<file path="src/rtl/tcc_pkg.sv">
package tcc_pkg;

  // Next divider phase: counts 0 .. div-1 and wraps.
  function automatic int phase_after(input int ph, input int div);
    return (ph >= div - 1) ? 0 : ph + 1;
  endfunction

  // Reset output next state: set from the first synchronizer stage,
  // released only at a processor-clock fall once both stages read low.
  function automatic logic reset_next(input logic cur, input logic first_stage,
                                      input logic last_stage, input logic fall);
    if (first_stage)
      return 1'b1;
    if (fall && !last_stage)
      return 1'b0;
    return cur;
  endfunction

endpackage

</file>
<file path="src/rtl/tcc_sync_chain.sv">
module tcc_sync_chain #(
  parameter int STAGES = 2,
  parameter bit INIT   = 1'b0
) (
  input  logic              clk,
  input  logic              clear,
  input  logic              d,
  output logic [STAGES-1:0] taps
);
  logic [STAGES-1:0] st_q;

  if (STAGES == 1) begin : g_single
    always_ff @(posedge clk) begin
      if (clear) st_q <= INIT;
      else       st_q <= d;
    end
  end else begin : g_shift
    always_ff @(posedge clk) begin
      if (clear) st_q <= {STAGES{INIT}};
      else       st_q <= {st_q[STAGES-2:0], d};
    end
  end

  assign taps = st_q;
endmodule

</file>
<file path="src/rtl/tcc_phase_div.sv">
module tcc_phase_div #(
  parameter int DIV = 3
) (
  input  logic ref_clk,
  input  logic clear,
  output logic clk_out,
  output logic rise_evt,
  output logic fall_evt
);
  localparam int PW = (DIV > 2) ? $clog2(DIV) : 1;
  localparam logic [PW-1:0] LAST = PW'(DIV - 1);

  logic [PW-1:0] ph_q;
  logic          clk_q;

  always_ff @(posedge ref_clk) begin
    if (clear) begin
      ph_q  <= '0;
      clk_q <= 1'b1;
    end else begin
      ph_q  <= PW'(tcc_pkg::phase_after(int'(ph_q), DIV));
      clk_q <= (ph_q == LAST);
    end
  end

  // Edge events: the output clock rises / falls at the coming reference edge.
  assign rise_evt = (ph_q == LAST);
  assign fall_evt = (ph_q == '0);
  assign clk_out  = clk_q;
endmodule

</file>
<file path="src/rtl/tcc_ready_cond.sv">
module tcc_ready_cond #(
  parameter int STAGES = 2
) (
  input  logic ref_clk,
  input  logic clear,
  input  logic fall_evt,
  input  logic req,
  output logic ready
);
  localparam int FREE = STAGES - 1;

  logic [FREE-1:0] pre;
  logic            ready_q;

  tcc_sync_chain #(.STAGES(FREE), .INIT(1'b0)) u_chain (
    .clk   (ref_clk),
    .clear (clear),
    .d     (req),
    .taps  (pre)
  );

  // Final stage loads only when the processor clock falls.
  always_ff @(posedge ref_clk) begin
    if (clear)         ready_q <= 1'b0;
    else if (fall_evt) ready_q <= pre[FREE-1];
  end

  assign ready = ready_q;
endmodule

</file>
<file path="src/rtl/tcc_reset_cond.sv">
module tcc_reset_cond #(
  parameter int STAGES = 2
) (
  input  logic ref_clk,
  input  logic clear,
  input  logic fall_evt,
  input  logic req,
  output logic reset
);
  logic [STAGES-1:0] st;
  logic              reset_q;

  tcc_sync_chain #(.STAGES(STAGES), .INIT(1'b1)) u_chain (
    .clk   (ref_clk),
    .clear (clear),
    .d     (req),
    .taps  (st)
  );

  always_ff @(posedge ref_clk) begin
    if (clear) reset_q <= 1'b1;
    else       reset_q <= tcc_pkg::reset_next(reset_q, st[0], st[STAGES-1], fall_evt);
  end

  assign reset = reset_q;
endmodule

</file>
<file path="src/rtl/tri_clock_conditioner.sv">
module tri_clock_conditioner #(
  parameter int DIV        = 3,
  parameter int RDY_STAGES = 2,
  parameter int RST_STAGES = 2
) (
  input  logic ref_clk,
  input  logic div_clear,
  input  logic rdy_req,
  input  logic rst_req,
  output logic cpu_clk,
  output logic per_clk,
  output logic cpu_ready,
  output logic cpu_reset
);
  logic rise_evt;
  logic fall_evt;
  logic per_q;

  tcc_phase_div #(.DIV(DIV)) u_div (
    .ref_clk  (ref_clk),
    .clear    (div_clear),
    .clk_out  (cpu_clk),
    .rise_evt (rise_evt),
    .fall_evt (fall_evt)
  );

  // Peripheral clock: toggles at each processor clock fall.
  always_ff @(posedge ref_clk) begin
    if (div_clear)     per_q <= 1'b0;
    else if (fall_evt) per_q <= ~per_q;
  end
  assign per_clk = per_q;

  tcc_ready_cond #(.STAGES(RDY_STAGES)) u_rdy (
    .ref_clk  (ref_clk),
    .clear    (div_clear),
    .fall_evt (fall_evt),
    .req      (rdy_req),
    .ready    (cpu_ready)
  );

  tcc_reset_cond #(.STAGES(RST_STAGES)) u_rst (
    .ref_clk  (ref_clk),
    .clear    (div_clear),
    .fall_evt (fall_evt),
    .req      (rst_req),
    .reset    (cpu_reset)
  );
endmodule

</file>
<file path="config.mk">
export PLATFORM = sky130hd
export DESIGN_NAME = tri_clock_conditioner
export DESIGN_NICKNAME = d
export VERILOG_FILES = /design/src/rtl/tcc_pkg.sv /design/src/rtl/tcc_sync_chain.sv /design/src/rtl/tcc_phase_div.sv /design/src/rtl/tcc_ready_cond.sv /design/src/rtl/tcc_reset_cond.sv /design/src/rtl/tri_clock_conditioner.sv
export SDC_FILE = /design/constraint.sdc
export NUM_CORES = 1
export LEC_CHECK = 0
export BUFFER_PORTS_ARGS = -buffer_cell sky130_fd_sc_hd__buf_4
export CAP_MARGIN = 5
export CORE_AREA = 2 2 39 41
export CTS_CLUSTER_SIZE = 30
export DETAILED_ROUTE_END_ITERATION = 6
export DIE_AREA = 0 0 41 43
export PLACE_DENSITY = 0.42
export REMOVE_ABC_BUFFERS = 1
export SLEW_MARGIN = 20
export SYNTH_ARGS = -nofsm -noshare
export SYNTH_HDL_FRONTEND = slang
export SYNTH_HIERARCHICAL = 1
export SYNTH_SLANG_ARGS = --single-unit
</file>
<file path="constraint.sdc">
create_clock -name ref_clk -period 1.4 [get_ports ref_clk]
set_input_delay 0.21 -clock ref_clk [delete_from_list [all_inputs] [get_ports ref_clk]]
set_output_delay 0.21 -clock ref_clk [all_outputs]
set_load 0.01 [all_outputs]
</file>
==> insert_results.sql <==
INSERT INTO impl_metrics (metric_group, metric, value, unit) VALUES
('final_layout', 'multiInputGateArea', '126', 'um^2'),
('sta', 'post-route-min-period', '1090', 'ps'),
('clock_tree', 'cts_hold_buf', '0', ''),
('logic_synthesis', 'synth_seq_cells', '9', ''),
('global_route', 'gr_util_all_layers', '7.68', '%'),
('logic_synthesis', 'netlist-cell-type-count', '12', ''),
('sta', 'finalWorstSetupSlack', '310', 'ps'),
('sta', 'grt_setup_unrepaired', 'no', ''),
('pwr', 'cellInternalPower', '0.551', 'mW'),
('global_route', 'globalRouteOverflowTotal', '0', ''),
('pwr', 'total_leakage_power', '0.176', 'nW'),
('pwr', 'irDropWorstVdd', '0.000648', 'V'),
('route', 'number_of_vias_after_detailed_routing', '203', ''),
('route', 'drt-pass1-iter-count', '2', ''),
('route', 'detail_route.wl_per_cell', '8.98', 'um'),
('clock_tree', 'cts_setup_buffers', '0', ''),
('logic_synthesis', 'netlist.area_leader.share', '57.4', '%'),
('logic_synthesis', 'ys_seq_area_share', '57.4', '%'),
('place', 'finalWeightedCongestion', '0.580', ''),
('pwr', 'combPwrFrac', '29.3', '%'),
('logic_synthesis', 'share_of_flip_flops_with_an_asynchronous_set_or_reset_after_synthesis', '0', '%'),
('final_layout', 'num-nets-final', '43', ''),
('final_layout', 'layout-drive-gt1-share', '36.1', '%'),
('clock_tree', 'cts_buffer_depth', '2', ''),
('clock_tree', 'numCtsBuffers', '3', ''),
('logic_synthesis', 'yosys.area_share.xor_xnor', '2.79', '%'),
('clock_tree', 'tritoncts_num_sinks', '9', ''),
('clock_tree', 'cts_resized', '0', ''),
('pwr', 'swShare', '28.4', '%'),
('place', 'placed_cell_area', '387', 'um^2'),
('status', 'run_status', 'finished, final reports clean', ''),
('worst_hold_path', 'min_path_type', 'primary input to register', ''),
('floorplan', 'core_area', '1380', 'um^2'),
('logic_synthesis', 'synthTopCellsByArea', 'dfxtp_1 (57%), ha_1 (8.0%), or2_1 (6.0%)', ''),
('setup_path', 'arrival', '1240', 'ps'),
('pwr', 'power_frac_seq', '45.4', '%'),
('setup_path', 'crit_path_start_kind', 'register', ''),
('sta', 'slew_headroom', '88.2', '%'),
('sta', 'total_count_of_hold_check_failures_in_the_final_report', '0', ''),
('sta', 'finalMaxSlewViolations', '0', ''),
('logic_synthesis', 'share_of_synthesized_cell_area_in_full_adder_half_adder_and_majority_cells', '7.97', '%'),
('flow_run', 'maxCapViolCount', '0', ''),
('route', 'drtAntennaViolNets', '0', ''),
('logic_synthesis', 'synth_edf_count', '0', ''),
('setup_path', 'required', '1550', 'ps'),
('clock_tree', 'clk_latency', '250', 'ps'),
('sta', 'max_freq', '0.918', 'GHz'),
('logic_synthesis', 'yosys_most_used_dff', 'dfxtp_1', ''),
('pwr', 'report.power.total', '0.770', 'mW'),
('final_layout', 'antenna_cells_inserted', '0', ''),
('clock_tree', 'tritoncts_clock_tree', 'yes', ''),
('place', 'dp_slack', '298', 'ps'),
('logic_synthesis', 'synth_top_family_by_area', 'simple AND/OR/NAND/NOR gates', ''),
('floorplan', 'std_cell_rows', '14', ''),
('logic_synthesis', 'synthesis.area', '314', 'um^2'),
('logic_synthesis', 'synth.cells.most_frequent', 'dfxtp_1 (9), or2_1 (3), ha_1 (2), inv_1 (2), nor2_1 (2)', ''),
('setup_path', 'worst-path-max-fanout', '4', ''),
('sta', 'setup-tns-final', '0', 'ps'),
('logic_synthesis', 'post_synth_inst_count', '25', ''),
('logic_synthesis', 'synth.most_common_cell', 'dfxtp_1', ''),
('pwr', 'cellPowerDensity', '1860', 'nW/um^2'),
('final_layout', 'layout-area-overhead-vs-synth', '31.5', '%'),
('setup_path', 'setup.worst_path.end_class', 'register', ''),
('logic_synthesis', 'ys.warnings.count', '6', ''),
('logic_synthesis', 'syn_area_per_cell', '12.6', 'um^2'),
('global_route', 'grt_first_pass_wirelength', '814', 'um'),
('sta', 'setup_viol', '0', ''),
('sta', 'final.setup_skew', '1.07', 'ps'),
('route', 'routed_wl', '467', 'um'),
('pwr', 'power.clock.fraction', '25.3', '%'),
('sta', 'worst_pin_slew', '176', 'ps');
[registers in the layout, summed over array words and instances, names as in the netlist]
signal	flops
u_rst/u_chain/taps	2
u_rst/reset	1
per_clk	1
u_rdy/ready	1
u_div/ph_q	2
u_rdy/u_chain/taps	1
u_div/clk_out	1
[worst max-delay path, stage by stage (launching register included)]
cell and delay (ps):
dfxtp_1 350, inv_1 70, ha_1 220, nand2b_1 70
a211o_1 280
[layout by cell type, fill, tap and decap left out, types with 2 or more instances in the layout]
cell type / instances
dfxtp_1: 9
buf_4: 7
clkbuf_4: 3
or2_1: 3
nor2_1: 2
inv_1: 2
ha_1: 2
[cell families (layout without fill, tap and decap cells)]
family / count (synthesis) / in the layout
simple gates: 9 / 9
compound gates: 1 / 1
fa+ha+maj: 2 / 2
xor+xnor: 1 / 1
mux: 1 / 1
buf+inv: 2 / 13
flops: 9 / 9
[path summary, 6_finish.rpt]
path / from / to / slack [ps] / cells past startpoint
worst max-delay path: u_div/ph_q[1] / u_rst/reset / 310 / 4
worst min-delay path: rst_req / u_rst/u_chain/taps[0] / 140 / 2
worst max register to register: u_div/ph_q[1] / u_rst/reset / 310 / 4
worst min register to register: u_div/ph_q[0] / u_div/ph_q[0] / 430 / 1
[cell type report]
| type | count | area share (%) |
|---|---|---|
| Clock buffer | 4 | 6.36 |
| Inverter | 2 | 1.82 |
| Sequential cell | 9 | 43.6 |
| Tap cell | 16 | 4.85 |
| Timing Repair Buffer | 7 | 12.7 |
| Multi-Input combinational cell | 14 | 30.6 |
[routing by layer]
metal / wire, um / vias to the layer above / global-route usage [%]
met1: 201 / 89 / 9.18
li1: - / 104 / -
met5: 0 / - / 0
met3: 36 / 4 / 3.14
met4: 25 / 0 / 10.0
met2: 205 / 6 / 8.44
[stage by stage]
step | util, % | instances
3_3_place_gp | 27.9 | 48
2_1_floorplan | - | 25
6_report | 29.8 | 52
3_5_place_dp | 27.9 | 48
4_1_cts | 29.8 | 52
5_1_grt | 29.8 | 52
[power by group through the flow]
stage / combinational (mW) / sequential (mW) / clock (mW)
after floorplan: 0.149 / 0.363 / 0
after global placement: 0.223 / 0.354 / 0
after detailed placement: 0.232 / 0.356 / 0
after CTS: 0.232 / 0.351 / 0.205
after global routing: 0.253 / 0.359 / 0.219
final: 0.225 / 0.349 / 0.195
Note: power is estimated with default switching activity, not from simulation.
